$ cat src/rtl/nib_cmd_pkg.sv
package nib_cmd_pkg;
  localparam int NIB_W  = 4;
  localparam int BYTE_W = 2 * NIB_W;

  typedef enum logic [NIB_W-1:0] {
    OP_ADDR_LO = 4'h0,
    OP_ADDR_HI = 4'h1,
    OP_DATA_LO = 4'h2,
    OP_DATA_WR = 4'h3,
    OP_READ    = 4'h4,
    OP_WAIT    = 4'h5
  } opcode_e;

  typedef struct packed {
    logic addr_lo;
    logic addr_hi;
    logic data_lo;
    logic wr;
    logic rd;
    logic wait_req;
    logic blk_start;
    logic blk_head;
    logic blk_full;
    logic bank;
  } cmd_dec_t;
endpackage

$ cat src/rtl/nib_cmd_parse.sv
module nib_cmd_parse
  import nib_cmd_pkg::*;
(
  input  logic              accept_i,
  input  logic [BYTE_W-1:0] byte_i,
  output cmd_dec_t          dec_o,
  output logic [NIB_W-1:0]  operand_o
);
  logic [NIB_W-1:0] op;
  assign op        = byte_i[BYTE_W-1:NIB_W];
  assign operand_o = byte_i[NIB_W-1:0];

  always_comb begin
    dec_o = '0;
    if (accept_i) begin
      unique case (op)
        OP_ADDR_LO: dec_o.addr_lo  = 1'b1;
        OP_ADDR_HI: dec_o.addr_hi  = 1'b1;
        OP_DATA_LO: dec_o.data_lo  = 1'b1;
        OP_DATA_WR: dec_o.wr       = 1'b1;
        OP_READ:    dec_o.rd       = 1'b1;
        OP_WAIT:    dec_o.wait_req = 1'b1;
        4'h6, 4'h7: dec_o.blk_start = 1'b1;
        4'h8, 4'h9: dec_o.blk_head  = 1'b1;
        4'hA, 4'hB: dec_o.blk_full  = 1'b1;
        default: ;
      endcase
      dec_o.bank = op[0] & (dec_o.blk_start | dec_o.blk_head | dec_o.blk_full);
    end
  end
endmodule

$ cat src/rtl/nib_addr_ctl.sv
module nib_addr_ctl
  import nib_cmd_pkg::*;
(
  input  logic              clk_i,
  input  logic              rst_ni,
  input  cmd_dec_t          dec_i,
  input  logic [NIB_W-1:0]  operand_i,
  output logic [BYTE_W-1:0] addr_o,
  output logic [NIB_W-1:0]  data_lo_o
);
  logic [BYTE_W-1:0] addr_q;
  logic [NIB_W-1:0]  lo_q;

  always_ff @(posedge clk_i or negedge rst_ni) begin
    if (!rst_ni) begin
      addr_q <= '0;
      lo_q   <= '0;
    end else begin
      if (dec_i.addr_lo) addr_q[NIB_W-1:0]      <= operand_i;
      if (dec_i.addr_hi) addr_q[BYTE_W-1:NIB_W] <= operand_i;
      if (dec_i.data_lo) lo_q <= operand_i;
      // step happens on the same edge the read value is captured from the old address
      if (dec_i.rd && operand_i[0])
        addr_q <= operand_i[1] ? addr_q - BYTE_W'(1) : addr_q + BYTE_W'(1);
    end
  end

  assign addr_o    = addr_q;
  assign data_lo_o = lo_q;
endmodule

$ cat src/rtl/nib_reg_file.sv
module nib_reg_file #(
  parameter int ADDR_W = 8,
  parameter int DATA_W = 8
) (
  input  logic              clk_i,
  input  logic              rst_ni,
  input  logic              we_i,
  input  logic [ADDR_W-1:0] addr_i,
  input  logic [DATA_W-1:0] wdata_i,
  output logic [DATA_W-1:0] rdata_o
);
  localparam int DEPTH = 1 << ADDR_W;

  logic [DATA_W-1:0] mem_q [DEPTH];

  for (genvar g = 0; g < DEPTH; g++) begin : g_entry
    always_ff @(posedge clk_i or negedge rst_ni) begin
      if (!rst_ni)                             mem_q[g] <= '0;
      else if (we_i && addr_i == ADDR_W'(g))   mem_q[g] <= wdata_i;
    end
  end

  assign rdata_o = mem_q[addr_i];
endmodule

$ cat src/rtl/nib_cmd_decoder.sv
module nib_cmd_decoder
  import nib_cmd_pkg::*;
(
  input  logic              clk_i,
  input  logic              rst_ni,
  input  logic              cmd_valid_i,
  input  logic [BYTE_W-1:0] cmd_byte_i,
  output logic              cmd_ready_o,
  output logic              rd_valid_o,
  output logic [BYTE_W-1:0] rd_data_o,
  input  logic              mem_done_i,
  output logic              mem_blk_start_o,
  output logic              mem_blk_head_o,
  output logic              mem_blk_full_o,
  output logic              mem_bank_o
);
  cmd_dec_t          dec;
  logic [NIB_W-1:0]  operand;
  logic [BYTE_W-1:0] addr_w;
  logic [NIB_W-1:0]  data_lo;
  logic [BYTE_W-1:0] rdata;
  logic              waiting_q;
  logic              accept;

  assign cmd_ready_o = ~waiting_q;
  assign accept      = cmd_valid_i & cmd_ready_o;

  nib_cmd_parse u_parse (
    .accept_i  (accept),
    .byte_i    (cmd_byte_i),
    .dec_o     (dec),
    .operand_o (operand)
  );

  nib_addr_ctl u_addr (
    .clk_i     (clk_i),
    .rst_ni    (rst_ni),
    .dec_i     (dec),
    .operand_i (operand),
    .addr_o    (addr_w),
    .data_lo_o (data_lo)
  );

  nib_reg_file #(.ADDR_W(BYTE_W), .DATA_W(BYTE_W)) u_regs (
    .clk_i   (clk_i),
    .rst_ni  (rst_ni),
    .we_i    (dec.wr),
    .addr_i  (addr_w),
    .wdata_i ({operand, data_lo}),
    .rdata_o (rdata)
  );

  always_ff @(posedge clk_i or negedge rst_ni) begin
    if (!rst_ni) begin
      waiting_q       <= 1'b0;
      rd_valid_o      <= 1'b0;
      rd_data_o       <= '0;
      mem_blk_start_o <= 1'b0;
      mem_blk_head_o  <= 1'b0;
      mem_blk_full_o  <= 1'b0;
      mem_bank_o      <= 1'b0;
    end else begin
      if (dec.wait_req)              waiting_q <= 1'b1;
      else if (waiting_q && mem_done_i) waiting_q <= 1'b0;
      rd_valid_o      <= dec.rd;
      if (dec.rd) rd_data_o <= rdata;
      mem_blk_start_o <= dec.blk_start;
      mem_blk_head_o  <= dec.blk_head;
      mem_blk_full_o  <= dec.blk_full;
      mem_bank_o      <= dec.bank;
    end
  end
endmodule

$ cat config.mk
export PLATFORM = sky130hd
export DESIGN_NAME = nib_cmd_decoder
export DESIGN_NICKNAME = d
export VERILOG_FILES = /design/src/rtl/nib_cmd_pkg.sv /design/src/rtl/nib_cmd_parse.sv /design/src/rtl/nib_addr_ctl.sv /design/src/rtl/nib_reg_file.sv /design/src/rtl/nib_cmd_decoder.sv
export SDC_FILE = /design/constraint.sdc
export NUM_CORES = 2
export LEC_CHECK = 0
export CORE_ASPECT_RATIO = 0.5
export CORE_MARGIN = 3
export CORE_UTILIZATION = 50
export CTS_CLUSTER_DIAMETER = 50
export DETAILED_ROUTE_END_ITERATION = 8
export DONT_BUFFER_PORTS = 1
export GPL_ROUTABILITY_DRIVEN = 1
export PLACE_DENSITY = 0.69
export SKIP_CTS_REPAIR_TIMING = 1
export SYNTH_ARGS = -nofsm -noshare
export SYNTH_HDL_FRONTEND = slang
export SYNTH_SLANG_ARGS = --single-unit
$ cat constraint.sdc
create_clock -name clk_i -period 4.35 [get_ports clk_i]
set_clock_uncertainty 0.1 [all_clocks]
set_input_delay 0.87 -clock clk_i [delete_from_list [all_inputs] [get_ports clk_i]]
set_output_delay 0.87 -clock clk_i [all_outputs]
set_load 0.01 [all_outputs]
Word-level counts from Yosys, hierarchy flattened
Index checks and enable logic that the tools add are counted.

word-level totals
  flip-flop bits (word level) = 2074
  latch bits = 0
  memory bits (writable) = 0
  ROM bits = 0
  bits of input ports = 12
  logic and storage cells = 829
  memories = 0

cells by class
  add/subtract/negate cells = 2
  multipliers = 0
  div/mod/pow operators = 0
  $lt $le $gt $ge = 1
  equal/unequal tests = 266
  shift operators = 0
  mux-type cells = 22
  bitwise logic cells = 6
  reductions and logical operators = 266

operators by type and width
  kind                   count
  $eq A8 B8 Y1 const B   128
  $eq A8 B7 Y1 const B   64
  $logic_and A1 B1 Y1    258
  $eq A8 B6 Y1 const B   32
  $eq A8 B5 Y1 const B   16
  $bmux W8 S8            1
  $eq A8 B4 Y1 const B   8
  $eq A8 B3 Y1 const B   4
  $mux W8                4
  $eq A4 B3 Y1 const B   4
  $eq A4 B4 Y1 const B   4
  $eq A8 B2 Y1 const B   2
  $mux W1                14
  $mux W10               1
  $ge A9 B9 Y1 const B   1
  $not A8 Y9             1
  $add A8 B1 Y8 const B  1
  $eq A4 B2 Y1 const B   2
  $eq A8 B1 Y1 const B   1
  $logic_not A8 Y1       1
  $mux W4                2
  $sub A8 B1 Y8 const B  1
  $reduce_bool A2 Y1     3
  $reduce_or A2 Y1       3
  other kinds (5)        7

Depth between registers and ports, before layout
  depth in word-level cells = 10
  gate-level depth with buffers = 14
  depth with buffers taken out = 8

Cells and area by module
Synthesis repeated with hierarchy kept, for this count alone.

second synthesis, totals
  cell total of the unflattened synthesis = 5963
  area total of the unflattened synthesis = 93802.5 µm²

modules (own cells, without submodules)
  module           instances  cells each  area an instance (µm²)  sequential area each (µm²)
  nib_reg_file     1          5829        92334.8                 51249.2
  nib_addr_ctl     1          86          839.6                   300.3
  nib_cmd_decoder  1          26          499.2                   350.3
  nib_cmd_parse    1          22          128.9                   0.0

Least setup slack after synthesis
OpenSTA, ideal clock, no wires.

  kind = register to register
  start = reg u_addr.addr_q[0] (netlist: u_addr.addr_o[0])
  end = reg u_regs.mem_q[1144] in the netlist's numbering
  setup time = 125 ps
  arrival = 3365 ps
  data required time = 4125 ps
  setup slack = 760 ps
  cell stages (with the launch flop) = 14
  buffers on the path = 8
  period minus slack after synthesis = 3590 ps
  cells stage by stage = dfrtp_1 -> buf_6 -> buf_4 -> buf_4 -> inv_1 -> buf_2 -> buf_2 -> buf_2 -> ha_1 -> clkbuf_1 -> nand3_1 -> clkbuf_1 -> nor2_1 -> mux2_2

between the ends
  longest elaborated chain between the ends = 2

RTL lines
  what                               RTL line            RTL
  from (decl)                        nib_addr_ctl.sv:11  logic [BYTE_W-1:0] addr_q;
  from (signal, indexed assignment)  nib_addr_ctl.sv:19  if (dec_i.addr_lo) addr_q[NIB_W-1:0] <= operand_i;
  from (signal, indexed assignment)  nib_addr_ctl.sv:20  if (dec_i.addr_hi) addr_q[BYTE_W-1:NIB_W] <= operand_i;
  from (signal assigned)             nib_addr_ctl.sv:24  addr_q <= operand_i[1] ? addr_q - BYTE_W'(1) : addr_q + BYTE_W'(1);
  $eq A8 B7 Y1                       nib_reg_file.sv:19  else if (we_i && addr_i == ADDR_W'(g)) mem_q[g] <= wdata_i;
  $logic_and A1 B1 Y1                nib_reg_file.sv:19
  to (signal, indexed assignment)    nib_reg_file.sv:19
  to (decl)                          nib_reg_file.sv:14  logic [DATA_W-1:0] mem_q [DEPTH];

Every way passes these cells.
A chain may end at the register's enable or synchronous reset.

Final worst setup path
  start = reg u_addr.addr_q[0] (netlist: u_addr.addr_o[0])
  end = reg rd_data_o[2]

between the ends
  longest elaborated chain between the ends = 4

RTL lines
  what                                         RTL line               RTL
  $not A8 Y9 (implied by the code)             nib_reg_file.sv:23     assign rdata_o = mem_q[addr_i];
  $bmux W8 S8                                  nib_reg_file.sv:23
  $mux W8 (implied by the code) (2 in series)  nib_reg_file.sv:23
  to (signal assigned)                         nib_cmd_decoder.sv:66  if (dec.rd) rd_data_o <= rdata;
  to (decl)                                    nib_cmd_decoder.sv:10  output logic [BYTE_W-1:0] rd_data_o,

Every way passes these cells. The select of a mux whose other input is x is not followed.

==> summary.md <==
| Metric | Value |
|---|---|
| Avg Cell Area, Syn | 15.4 sq um |
| Avg Vias per Cell | 6.43 |
| Final HPWL DP | 170000 um |
| Fin cells | 8865 |
| Die Ht | 314 um |
| I/O Pins | 26 |
| Hold Fails Final Rpt | 19 |
| Core Footprint | 188000 sq um |
| CTS buffer count | 195 |
| Failing checks | negative hold slack, max-slew violations |
| Reg area | 51900 sq um |
| FILL cells | 14.5k |
| Slew headroom | -2.63% |
| First DRT Iteration DRCs | 6012 |
| Clk sinks | 2074 |
| Multi-input gate area in the final layout | 40900 sq um |
| Pwr Total | 44.9 mW |
| CTS tree | yes |
| Worst-path fanout max | 23 |
| GRT Total Usage | 27.5% |
| Slew Limit Fails | 61 |
| Width of the chip | 622 um |
| Final WS setup | 0.147 ns |
| Cell variety after synth | 66 |
| #FFs+latches synth | 2074 |
| Layout cells sized above 1 | 51.6% |
| WP data arrival | 4.82 ns |
| # DRC | 0 |
| FF-to-FF setup slack | 0.15 ns |
| Slew at the pin closest to its max-slew limit | 1.54 ns |
| First-pass GRT wire length | 402000 um |
| Highest Clock Rate | 238 MHz |
| Part of the power in combinational logic | 17.5% |
| Crit. End Element | flop |
| Total net switching power | 13.4 mW |
| Hold Crit Class | input port to asynchronous set/reset pin |
| Clock transition at the registers of the reported paths | 0.07 ns |
| Syn_nets | 6194 |
| Routed wire length | 269000 um |
| Max IR drop VDD | 0.341 mV |
| Commonest non-fill, non-tap cell in the layout | dfrtp_1 |
| Post-Syn Instances | 6177 |
| Routability cong. | 0.907 |
| Largest net degree at the start of global routing | 266 |
| Row cnt | 112 |
| NumNets Final | 6228 |
| Pre-CTS setup slack | -0.265 ns |
| Longest Clk Path Bufs | 4 |
| Fin Hold WS | -0.0450 ns |
| GRT overflow | 0 |
| Max-cap violations | 0 |
| Final period util | 96.6% |
| Min Tclk post-route | 4.20 ns |
| Initial DRT Pass Iterations | 6 |
| CP Launch Type | flop |
| Int Power | 31.5 mW |
| Main flop type after synthesis | dfrtp_1 |
| RSZ-0062 raised after global routing | no |
| Syn. warnings | 0 |
| EDFF count, synth | 0 |
| Net Sw Frac | 29.8% |
| Most frequent cells in the layout | 2064 x dfrtp_1, 2060 x mux2_2, 493 x mux4_2 |
| Power Density | 427 nW/um^2 |
| Register area share after synthesis | 54.7% |
| Vias in the first global route | 59.3k |
| Final core occ | 56.1% |
| H-tree depth | 4 |
| Mapped Area | 94900 sq um |
| Starting density of the core | 50.6% |
| Clk pwr share | 37.6% |
| Setup violators final | 0 |
| Drt wl/cell | 30.4 um |
| WP data required | 4.96 ns |
| Static Leak | 49.8 nW |
| Status | complete, but fails checks |
| IO Port Bufs | 0 |
| Synth-to-layout area growth | 10.8% |
| Ys async rst share | 100% |
| Placed Cells | 8516 |
| Root Buffer | clkbuf_16 |
| Reg power frac | 44.9% |
| Worst-skew pair later-pin latency | 0.86 ns |
| Crit path kind | flop to flop |
| Antenna violations before repair | 9 |
| Via count | 57.0k |
| Post-DRT Antenna Nets | 0 |
| Die area | 195000 sq um |
-- routing by layer --
metal / GRT usage (%) / vias to the layer above / routed length, um
li1: - / 23007 / -
met1: 40.2 / 31201 / 116000
met2: 41.2 / 2306 / 120000
met3: 6.43 / 504 / 24400
met4: 7.92 / 2 / 8170
met5: 0 / - / 7
-- registers in the layout, summed over array words and instances, names as in the netlist --
register	flops
mem_bank_o	1
mem_blk_full_o	1
mem_blk_head_o	1
mem_blk_start_o	1
rd_data_o	8
rd_valid_o	1
u_addr.addr_o	8
u_addr.data_lo_o	4
u_regs.mem_q	2048
waiting_q	1
-- cell usage after synthesis (4+ instances only) --
| cell | n | area share [%] |
|---|---|---|
| buf_6 | 15 | 0.18 |
| a21oi_1 | 38 | 0.20 |
| dfrtp_1 | 2074 | 55 |
| o21ai_1 | 8 | 0.042 |
| nand2_1 | 168 | 0.66 |
| a22o_1 | 10 | 0.092 |
| nor2_1 | 208 | 0.82 |
| a32oi_1 | 25 | 0.23 |
| and3_1 | 12 | 0.079 |
| clkbuf_1 | 308 | 1.2 |
| a211oi_1 | 12 | 0.095 |
| a22oi_1 | 44 | 0.35 |
| mux4_2 | 493 | 12 |
| a31oi_1 | 18 | 0.12 |
| inv_1 | 6 | 0.024 |
| nand4_1 | 11 | 0.073 |
| o21ai_0 | 23 | 0.12 |
| a311oi_1 | 4 | 0.037 |
| o22ai_1 | 30 | 0.20 |
| buf_2 | 91 | 0.48 |
| nor2b_1 | 21 | 0.14 |
| nor3_1 | 17 | 0.090 |
| o2111ai_1 | 11 | 0.10 |
| o221ai_1 | 7 | 0.065 |
| buf_4 | 40 | 0.32 |
| nand2b_1 | 7 | 0.046 |
| inv_2 | 4 | 0.016 |
| nor2_2 | 100 | 0.66 |
| mux2i_1 | 132 | 1.4 |
| mux2_2 | 2060 | 24 |
| and2_1 | 8 | 0.053 |
| ha_1 | 5 | 0.066 |
| o211ai_1 | 10 | 0.079 |
| nand3_1 | 60 | 0.32 |
| buf_1 | 20 | 0.079 |
| a2111oi_0 | 14 | 0.13 |
| o31ai_1 | 4 | 0.032 |
| a32o_1 | 9 | 0.095 |
-- path summary, 6_finish.rpt --
kind,startpoint,end,cells past startpoint
worst max-delay path,u_addr.addr_o[0],rd_data_o[2],9
worst min-delay path,rst_ni,u_regs.mem_q[1892],1
worst max register to register,u_addr.addr_o[0],rd_data_o[2],9
worst min register to register,u_regs.mem_q[1323],u_regs.mem_q[1323],1
max in group asynchronous,rst_ni,u_regs.mem_q[313],4
min in group clk_i,mem_done_i,waiting_q,1
-- stage by stage --
| step | cell area, sq um | TNS (ns) |
|---|---|---|
| 2_1_floorplan | 94900 | 0 |
| 3_3_place_gp | 98800 | -0.651 |
| 3_5_place_dp | 98800 | -59.24 |
| 4_1_cts | 105000 | -0.182 |
| 5_1_grt | 105000 | 0 |
| 6_report | 105000 | 0 |
-- cells by family (layout without fill, tap and decap cells) --
group                      after synthesis  after routing  share of synthesized area, %
AOI/OAI and AO/OA                      290            290                          2.20
buffers and inverters                  486            663                          2.32
adders and majority gates                5              5                        0.0659
other                                    0              3                             0
and+or+nand+nor                        637            637                          3.15
muxes                                 2685           2685                          37.6
DFF                                   2074           2074                          54.7
-- critical path, stage by stage (launching register included) --
cell       delay [ns]
dfrtp_4          0.90
buf_12           0.31
mux4_2           0.54
mux2i_1          0.30
o22ai_1          0.23
a2111oi_4        0.59
buf_4            0.23
o41ai_1          0.06
or3_1            0.43
a221o_1          0.36
-- cell type report --
type | count | share of cell area, %
antenna | 3 | 0.00714
clock buffer | 293 | 5.37
clock inverter | 47 | 0.479
inverter | 12 | 0.0488
multi-input combinational | 3617 | 38.9
sequential | 2074 | 49.4
tap | 2508 | 2.99
timing repair buffer | 311 | 2.83
-- power groups by stage --
stage | Combinational [mW] | Sequential (mW) | Clock [mW]
floorplan | 4.79 | 20.0 | 0
global route | 8.20 | 20.2 | 17.9
finish | 7.87 | 20.2 | 16.9
CTS | 7.68 | 20.2 | 17.1
detailed placement | 7.67 | 20.5 | 0
global placement | 7.58 | 20.5 | 0
Power figures use the tool's default switching activity.
